### config.mk
export PLATFORM = sky130hd
export DESIGN_NAME = dual_rail_supervisor
export DESIGN_NICKNAME = d
export VERILOG_FILES = /design/src/rtl/rail_sup_pkg.sv /design/src/rtl/rail_trip_cmp.sv /design/src/rtl/btn_qualifier.sv /design/src/rtl/reset_stretch.sv /design/src/rtl/dual_rail_supervisor.sv
export SDC_FILE = /design/constraint.sdc
export NUM_CORES = 1
export LEC_CHECK = 0
export CAP_MARGIN = 0
export CORE_MARGIN = 8
export CORE_UTILIZATION = 40
export CTS_CLUSTER_DIAMETER = 40
export DETAILED_ROUTE_END_ITERATION = 8
export GPL_ROUTABILITY_DRIVEN = 0
export SLEW_MARGIN = 10
export SYNTH_ARGS = -nofsm -noshare
export SYNTH_HDL_FRONTEND = slang
export SYNTH_SLANG_ARGS = --single-unit
### constraint.sdc
create_clock -name clk -period 2.4 [get_ports clk]
set_input_delay 0.24 -clock clk [delete_from_list [all_inputs] [get_ports clk]]
set_output_delay 0.24 -clock clk [all_outputs]
set_load 0.02 [all_outputs]
### src/rtl/rail_sup_pkg.sv
package rail_sup_pkg;
    localparam int MV_W = 13;

    typedef enum logic [1:0] {
        CH_HOLD,
        CH_STRETCH,
        CH_RUN
    } chan_state_e;

    typedef enum logic [1:0] {
        BT_IDLE,
        BT_COUNT,
        BT_FORCE,
        BT_IGNORE
    } btn_state_e;
endpackage

### src/rtl/rail_trip_cmp.sv
module rail_trip_cmp
    import rail_sup_pkg::*;
#(
    parameter int TH_TIGHT = 4630,
    parameter int TH_WIDE  = 4380
) (
    input  logic            clk,
    input  logic            rst,
    input  logic [MV_W-1:0] sample_mv,
    input  logic            sample_vld,
    input  logic            wide_sel,
    output logic            rail_low
);
    localparam logic [MV_W-1:0] TIGHT_CODE = MV_W'(TH_TIGHT);
    localparam logic [MV_W-1:0] WIDE_CODE  = MV_W'(TH_WIDE);

    logic [MV_W-1:0] trip_code;

    always_comb trip_code = wide_sel ? WIDE_CODE : TIGHT_CODE;

    always_ff @(posedge clk) begin
        if (rst)
            rail_low <= 1'b1;
        else if (sample_vld)
            rail_low <= (sample_mv < trip_code);
    end
endmodule

### src/rtl/btn_qualifier.sv
module btn_qualifier
    import rail_sup_pkg::*;
#(
    parameter int DEB_CYC = 100000
) (
    input  logic clk,
    input  logic rst,
    input  logic btn_n,
    input  logic accept,
    output logic force_o
);
    localparam int CW = $clog2(DEB_CYC + 1);
    localparam logic [CW-1:0] LAST = CW'(DEB_CYC - 1);

    logic [1:0]  sync_q;
    logic        btn_low;
    logic [CW-1:0] cnt_q;
    btn_state_e  state_q, state_d;

    always_ff @(posedge clk) begin
        if (rst)
            sync_q <= 2'b11;
        else
            sync_q <= {sync_q[0], btn_n};
    end

    always_comb btn_low = ~sync_q[1];

    always_ff @(posedge clk) begin
        if (rst)
            state_q <= BT_IDLE;
        else
            state_q <= state_d;
    end

    always_comb begin
        state_d = state_q;
        unique case (state_q)
            BT_IDLE:   if (btn_low) state_d = BT_COUNT;
            BT_COUNT: begin
                if (!btn_low)
                    state_d = BT_IDLE;
                else if (cnt_q == LAST)
                    state_d = accept ? BT_FORCE : BT_IGNORE;
            end
            BT_FORCE:  if (!btn_low) state_d = BT_IDLE;
            BT_IGNORE: if (!btn_low) state_d = BT_IDLE;
            default:   state_d = BT_IDLE;
        endcase
    end

    always_ff @(posedge clk) begin
        if (rst || state_q != BT_COUNT)
            cnt_q <= '0;
        else if (cnt_q != LAST)
            cnt_q <= cnt_q + 1'b1;
    end

    always_comb force_o = (state_q == BT_FORCE);
endmodule

### src/rtl/reset_stretch.sv
module reset_stretch
    import rail_sup_pkg::*;
#(
    parameter int STR_CYC = 17500000
) (
    input  logic clk,
    input  logic rst,
    input  logic cause,
    output logic asserted
);
    localparam int CW = $clog2(STR_CYC + 1);
    localparam logic [CW-1:0] LAST = CW'(STR_CYC - 1);

    chan_state_e   state_q, state_d;
    logic [CW-1:0] cnt_q;

    always_ff @(posedge clk) begin
        if (rst)
            state_q <= CH_HOLD;
        else
            state_q <= state_d;
    end

    always_comb begin
        state_d = state_q;
        unique case (state_q)
            CH_HOLD:    if (!cause) state_d = CH_STRETCH;
            CH_STRETCH: begin
                if (cause)
                    state_d = CH_HOLD;
                else if (cnt_q == LAST)
                    state_d = CH_RUN;
            end
            CH_RUN:     if (cause) state_d = CH_HOLD;
            default:    state_d = CH_HOLD;
        endcase
    end

    always_ff @(posedge clk) begin
        if (rst || state_q != CH_STRETCH)
            cnt_q <= '0;
        else if (cnt_q != LAST)
            cnt_q <= cnt_q + 1'b1;
    end

    always_comb asserted = (state_q != CH_RUN);
endmodule

### src/rtl/dual_rail_supervisor.sv
module dual_rail_supervisor
    import rail_sup_pkg::*;
#(
    parameter int CLK_HZ      = 50000000,
    parameter int STRETCH_MS  = 350,
    parameter int DEBOUNCE_MS = 2,
    parameter int TH5_TIGHT   = 4630,
    parameter int TH5_WIDE    = 4380,
    parameter int TH33_TIGHT  = 2880,
    parameter int TH33_WIDE   = 2550,
    parameter bit ACTIVE_LOW  = 1'b1
) (
    input  logic            clk,
    input  logic            rst,
    input  logic [MV_W-1:0] rail5_mv,
    input  logic            rail5_vld,
    input  logic            rail5_wide,
    input  logic [MV_W-1:0] rail33_mv,
    input  logic            rail33_vld,
    input  logic            rail33_wide,
    input  logic            btn_n,
    output logic            rst5_out,
    output logic            rst33_out
);
    localparam int CYC_PER_MS = CLK_HZ / 1000;
    localparam int STR_CYC    = CYC_PER_MS * STRETCH_MS;
    localparam int DEB_CYC    = CYC_PER_MS * DEBOUNCE_MS;
    localparam int NRAIL      = 2;

    logic [NRAIL-1:0] rail_low;
    logic [NRAIL-1:0] cause;
    logic [NRAIL-1:0] asrt;
    logic [NRAIL-1:0] pin;
    logic             force_both;
    logic             accept;

    rail_trip_cmp #(.TH_TIGHT(TH5_TIGHT), .TH_WIDE(TH5_WIDE)) u_cmp5 (
        .clk(clk), .rst(rst), .sample_mv(rail5_mv), .sample_vld(rail5_vld),
        .wide_sel(rail5_wide), .rail_low(rail_low[0])
    );

    rail_trip_cmp #(.TH_TIGHT(TH33_TIGHT), .TH_WIDE(TH33_WIDE)) u_cmp33 (
        .clk(clk), .rst(rst), .sample_mv(rail33_mv), .sample_vld(rail33_vld),
        .wide_sel(rail33_wide), .rail_low(rail_low[1])
    );

    always_comb accept = ~(&asrt);

    btn_qualifier #(.DEB_CYC(DEB_CYC)) u_btn (
        .clk(clk), .rst(rst), .btn_n(btn_n), .accept(accept), .force_o(force_both)
    );

    for (genvar g = 0; g < NRAIL; g++) begin : g_chan
        always_comb cause[g] = rail_low[g] | force_both;

        reset_stretch #(.STR_CYC(STR_CYC)) u_str (
            .clk(clk), .rst(rst), .cause(cause[g]), .asserted(asrt[g])
        );

        if (ACTIVE_LOW) begin : g_low
            always_comb pin[g] = ~asrt[g];
        end else begin : g_high
            always_comb pin[g] = asrt[g];
        end
    end

    always_comb begin
        rst5_out  = pin[0];
        rst33_out = pin[1];
    end
endmodule

Word level (Yosys, flattened, before mapping). Cells that the tools add are included.

$lt $le $gt $ge: 2. Add/subtract/negate cells: 3. Bitwise logic cells: 4. Multiplexer cells: 18. Reductions and logical operators: 11. Equality and inequality tests: 27.

Operators by type and width (count): 25-bit by 1-bit adder with 25-bit output, second input constant (2); 25-bit equality test, second input constant (2); 25-bit inequality test, second input constant (2); 13-bit less-than comparator (2); 2-bit two-way mux (12); 10-bit two-way mux (2); 2-bit one-hot mux with 3 select lines (3); 17-bit by 1-bit adder with 17-bit output, second input constant (1); 17-bit equality test, second input constant (1); 17-bit inequality test, second input constant (1); 2-bit by 1-bit inequality test with 1-bit output, second input constant (6); 2-bit inequality test, second input constant (5); 3-bit by 1-bit inequality test with 1-bit output, second input constant (3); 3-bit AND reduction (3); 2-bit equality test, second input constant (4); 2-bit by 1-bit equality test with 1-bit output, second input constant (3); 2-bit zero test (3); 1-bit logical OR (3); 1-bit NOT (2); 1-bit OR (2); 2-bit AND reduction (1); 2-bit OR reduction (1); 1-bit two-way mux (1).

Word-level logic and storage cells: 74. Register bits after elaboration: 77. Output and inout port bits: 2.

Longest topological paths before layout.
Depth in word-level cells: 6. Gate-level depth with buffers: 7.

By module. Synthesis repeated with hierarchy kept, for this count alone.

Cells, all modules: 466. Area total of the unflattened synthesis: 3983.8 µm².

By module, submodules not included: reset_stretch (instances 2, area an instance 1356.3 µm², cells an instance 160); btn_qualifier (instances 1, area an instance 935.9 µm², cells an instance 104); rail_trip_cmp at u_cmp33 (instances 1, area an instance 171.4 µm², cells an instance 20); rail_trip_cmp at u_cmp5 (instances 1, area an instance 140.1 µm², cells an instance 17); dual_rail_supervisor (instances 1, area an instance 23.8 µm², cells an instance 5).

Worst setup path before layout. Ideal clock, no wire load.

Path type: reg2reg. Start: register g_chan[1].u_str.cnt_q[0]. End: register g_chan[1].u_str.cnt_q[24]. Stages on the path, launching flop included: 7. Slack: 620 ps. Data required time: 2329 ps. Data arrival time: 1709 ps. Cell sequence: dfxtp_1 ha_1 nand4_1 or3_1 clkbuf_1 or4_1 a21oi_1.

Cells in the longest elaborated chain, start to end: 1. Elaborated cells between the ends (all ways): 2. Those cells by class: add/sub (1); eq/ne (1).

RTL lines: start: declaration (RTL line reset_stretch.sv:15) `logic [CW-1:0] cnt_q;`; start signal: assignment (RTL line reset_stretch.sv:43) `cnt_q <= cnt_q + 1'b1;`; 25-bit by 1-bit adder with 25-bit output / 25-bit inequality test (equally long branches) (RTL line reset_stretch.sv:43, reset_stretch.sv:42).

Parallel ways exist; a longest one is shown, timed or not. A chain may end at the register's enable or synchronous reset.

Worst setup path in the final report.
Start: register g_chan[1].u_str.cnt_q[3]. End: register g_chan[1].u_str.cnt_q[19].

Same word-level chain as after synthesis.

==> results_dict.tcl <==
set metrics [dict create \
    boundaryPins 35 \
    synth_to_layout_area_growth_pct 18.04 \
    cts_htree_levels 3 \
    synth_warnings 0 \
    finalNetCount 540 \
    synth_enable_flop_cells 0 \
    cp.required_ns 2.69 \
    antenna_violations_before_repair 0 \
    slew_headroom 0.6642 \
    finalPower_mw 2.470 \
    synth_area_sq_um 3890 \
    postSynth.topFlopCell "sky130_fd_sc_hd__dfxtp_1" \
    cts_bufs_inserted 9 \
    final_core_util 0.4786 \
    drive_gt1_frac 0.05800 \
    dr_total_vias 3516 \
    vdd_drop_max_mv 0.2926 \
    vias_per_cell 5.555 \
    grt_setup_unrepaired "false" \
    initial_utilization 0.4055 \
    placementRows 36 \
    post_drt_wl_per_cell_um 13.55 \
    slew_viol_final 0 \
    hold_path_class "reg -> reg" \
    clock_tree_buf_depth 2 \
    clk_pin_slew_ns 0.07 \
    rr_worst_depth 4 \
    tritoncts "yes" \
    synth-seq-cells 77 \
    global_route.overflow_total 0 \
    grt_pass1_vias 3410 \
    detailedRoute.firstPassIterationCount 4 \
    drt.antenna.violating_nets 0 \
    reg2reg_slack_ns 0.41 \
    regToRegEndpoint "g_chan[1].u_str.cnt_q[19]$_SDFFE_PP0P_" \
    initialDrtViolationCount 195 \
    maxClockFrequency_mhz 503.2 \
    post_cts_resized 0 \
    post_cts.repair.setup_buffers 0 \
    path_class "reg -> reg" \
    skew_ns 0.008988 \
    power-per-cell-area_nw_per_um2 538.0 \
    totalWireLength_um 8575 \
    asyncSetResetFlopFracSynth 0 \
    run_status "finished, final reports clean" \
    groute.layer.met2.usage 0.2293 \
    synth_nets 505 \
    chipHeight_um 114.6 \
    gr_util_met1 0.1600 \
    setup_tns_ns 0 \
    synth.lib_cells_used.distinct 46 \
    mostFrequentLayoutCell "sky130_fd_sc_hd__dfxtp_1" \
    place.detailed.hpwl_um 6198 \
    crit_arrival_ns 2.27 \
    synth_area_per_cell_sq_um 8.438 \
    synthCells 461 \
    clk_root_buffer_cell "sky130_fd_sc_hd__clkbuf_8" \
    p_leak_nw 1.425 \
    num_antenna_cells 0 \
    cts_hold_repair.buffers 0 \
    final_cell_area_sq_um 4592 \
    grt_pass1_wl_um 14880 \
    report.final.setup_viol 0 \
    cts_num_sinks 77 \
    fin_crit_sh 0.8280 \
    hp-start "u_btn.sync_q[0]$_SDFF_PP1_" \
    whs_path_depth 1 \
    final_hold_viol_count 0 \
    synth_sequential_area_ratio 0.3963 \
    design.die.area_sq_um 13140 \
    floorplan.die.width_um 114.6 \
    grt_start_max_net_pins 23 \
    worstSkewPairLatency_ns 0.36 \
    worst_hold_path.endpoint "u_btn.sync_q[1]$_SDFF_PP1_" \
    critical_path.startpoint_type "flop" \
    most_used_cells_in_the_layout_excluding_fill_and_tap_cells "sky130_fd_sc_hd__dfxtp_1, sky130_fd_sc_hd__a21oi_1, sky130_fd_sc_hd__nand2_1, sky130_fd_sc_hd__clkdlybuf4s50_1, sky130_fd_sc_hd__o21ai_0" \
    timing_worst_slew_pin_value_ns 0.5010 \
    drt_drc_violations_left 0 \
    port_buffers 32 \
    gr-usage-all-layers 0.1387 \
    fp.coreArea_sq_um 9594 \
    critical_path.reg2reg.startpoint "g_chan[1].u_str.cnt_q[3]$_SDFFE_PP0P_" \
    n_fill_cell 954 \
    gr-usage-met3 0.04641 \
    period_minus_slack_ns 1.987 \
    dpl_cell_area_sq_um 4378 \
    cp_max_fo 15 \
    grt-busiest-layer "met2" \
    maxCapViolations 0 \
    timing.critical_path.to_type "flop" \
]
-- how the worst max path moves through the flow --
stage | slack, ns | cells past startpoint | startpoint | to
floorplan | 0.62 | 6 | g_chan[1].u_str.cnt_q[0]$_SDFFE_PP0P_ | g_chan[1].u_str.cnt_q[24]$_SDFFE_PP0P_
global placement | 0.49 | 4 | g_chan[1].u_str.cnt_q[4]$_SDFFE_PP0P_ | g_chan[1].u_str.cnt_q[17]$_SDFFE_PP0P_
detailed placement | 0.43 | 4 | g_chan[1].u_str.cnt_q[3]$_SDFFE_PP0P_ | g_chan[1].u_str.cnt_q[19]$_SDFFE_PP0P_
CTS | 0.41 | 4 | g_chan[1].u_str.cnt_q[3]$_SDFFE_PP0P_ | g_chan[1].u_str.cnt_q[17]$_SDFFE_PP0P_
global route | 0.26 | 5 | u_btn.cnt_q[0]$_SDFFE_PP0P_ | u_btn.cnt_q[16]$_SDFFE_PP0P_
finish | 0.41 | 4 | g_chan[1].u_str.cnt_q[3]$_SDFFE_PP0P_ | g_chan[1].u_str.cnt_q[19]$_SDFFE_PP0P_
-- metrics by stage --
step / setup WS [ns] / cells / hold slack, ns
6_report: 0.4128 / 633 / 0.4113
3_5_place_dp: 0.4298 / 618 / 0.4010
4_1_cts: 0.4081 / 633 / 0.4129
2_1_floorplan: 0.6203 / 461 / 0.3438
3_3_place_gp: 0.4857 / 618 / 0.3999
5_1_grt: 0.2627 / 633 / 0.4428
-- Yosys cell counts, types with 2 or more instances --
cell type / instances / share of area
sky130_fd_sc_hd__dfxtp_1: 77 / 0.40
sky130_fd_sc_hd__a21oi_1: 36 / 0.046
sky130_fd_sc_hd__nand2_1: 32 / 0.031
sky130_fd_sc_hd__o21ai_0: 30 / 0.039
sky130_fd_sc_hd__nor2_1: 25 / 0.024
sky130_fd_sc_hd__nand3_1: 23 / 0.030
sky130_fd_sc_hd__nand4_1: 23 / 0.037
sky130_fd_sc_hd__or3_1: 17 / 0.027
sky130_fd_sc_hd__nor3_1: 16 / 0.021
sky130_fd_sc_hd__or4_1: 16 / 0.031
sky130_fd_sc_hd__clkbuf_1: 14 / 0.014
sky130_fd_sc_hd__o31ai_1: 13 / 0.025
sky130_fd_sc_hd__xor2_1: 13 / 0.029
sky130_fd_sc_hd__and4_1: 11 / 0.025
sky130_fd_sc_hd__ha_1: 11 / 0.035
sky130_fd_sc_hd__nor2b_1: 10 / 0.016
sky130_fd_sc_hd__a31oi_1: 9 / 0.014
sky130_fd_sc_hd__and3_1: 9 / 0.014
sky130_fd_sc_hd__inv_1: 9 / 0.0087
sky130_fd_sc_hd__nor4_1: 9 / 0.014
sky130_fd_sc_hd__nand2b_1: 8 / 0.013
sky130_fd_sc_hd__xnor2_1: 8 / 0.018
sky130_fd_sc_hd__mux2i_1: 6 / 0.015
sky130_fd_sc_hd__a2111o_1: 4 / 0.012
sky130_fd_sc_hd__and2_1: 4 / 0.0064
sky130_fd_sc_hd__a211oi_1: 3 / 0.0058
sky130_fd_sc_hd__a21boi_0: 3 / 0.0058
sky130_fd_sc_hd__nand3b_1: 2 / 0.0039
sky130_fd_sc_hd__nor4b_1: 2 / 0.0045
sky130_fd_sc_hd__or2_2: 2 / 0.0032
-- kinds of logic after synthesis --
group | synth area share
XOR/XNOR | 0.04728
buffers and inverters | 0.02766
AND/OR/NAND/NOR | 0.3146
multiplexers | 0.01544
flip-flops | 0.3963
adder cells (fa/ha/maj) | 0.03538
AO/OA/AOI/OAI | 0.1634
-- power by group --
group	internal [mW]	switching [mW]	total, mW
Clock	0.607	0.468	1.07
Sequential	1.28	0.00433	1.29
Combinational	0.0688	0.0395	0.108
Total	1.96	0.511	2.47
-- state kept, by name, indices dropped and copies added (netlist names) --
signal                cells
u_cmp5.rail_low           1
g_chan.u_str.cnt_q       50
u_btn.sync_q              2
u_btn.state_q             2
u_btn.cnt_q              17
u_cmp33.rail_low          1
g_chan.u_str.state_q      4
-- area by class of cell --
class,instances,area (sq um),area share
sequential,77,1541,0.3357
tap,133,166.4,0.03624
clock buffer,11,141.4,0.03079
timing repair buffer,42,395.4,0.08610
multi-input combinational,357,2241,0.4880
inverter,9,33.78,0.007357
clock inverter,4,72.57,0.01580
-- per-layer routing --
metal  up-vias  routed length [um]
li1       1807                   -
met1      1663                4201
met2        35                3918
met3        11                 317
met4         0                 139
met5         -                   0
-- critical path, stage by stage (launching register included) --
cell and delay (ns):
sky130_fd_sc_hd__dfxtp_1 0.44, sky130_fd_sc_hd__nand4_2 0.20, sky130_fd_sc_hd__or4_4 0.63, sky130_fd_sc_hd__or4_1 0.50
sky130_fd_sc_hd__a21oi_1 0.15
No activity file was read; power rests on OpenSTA's default activity.
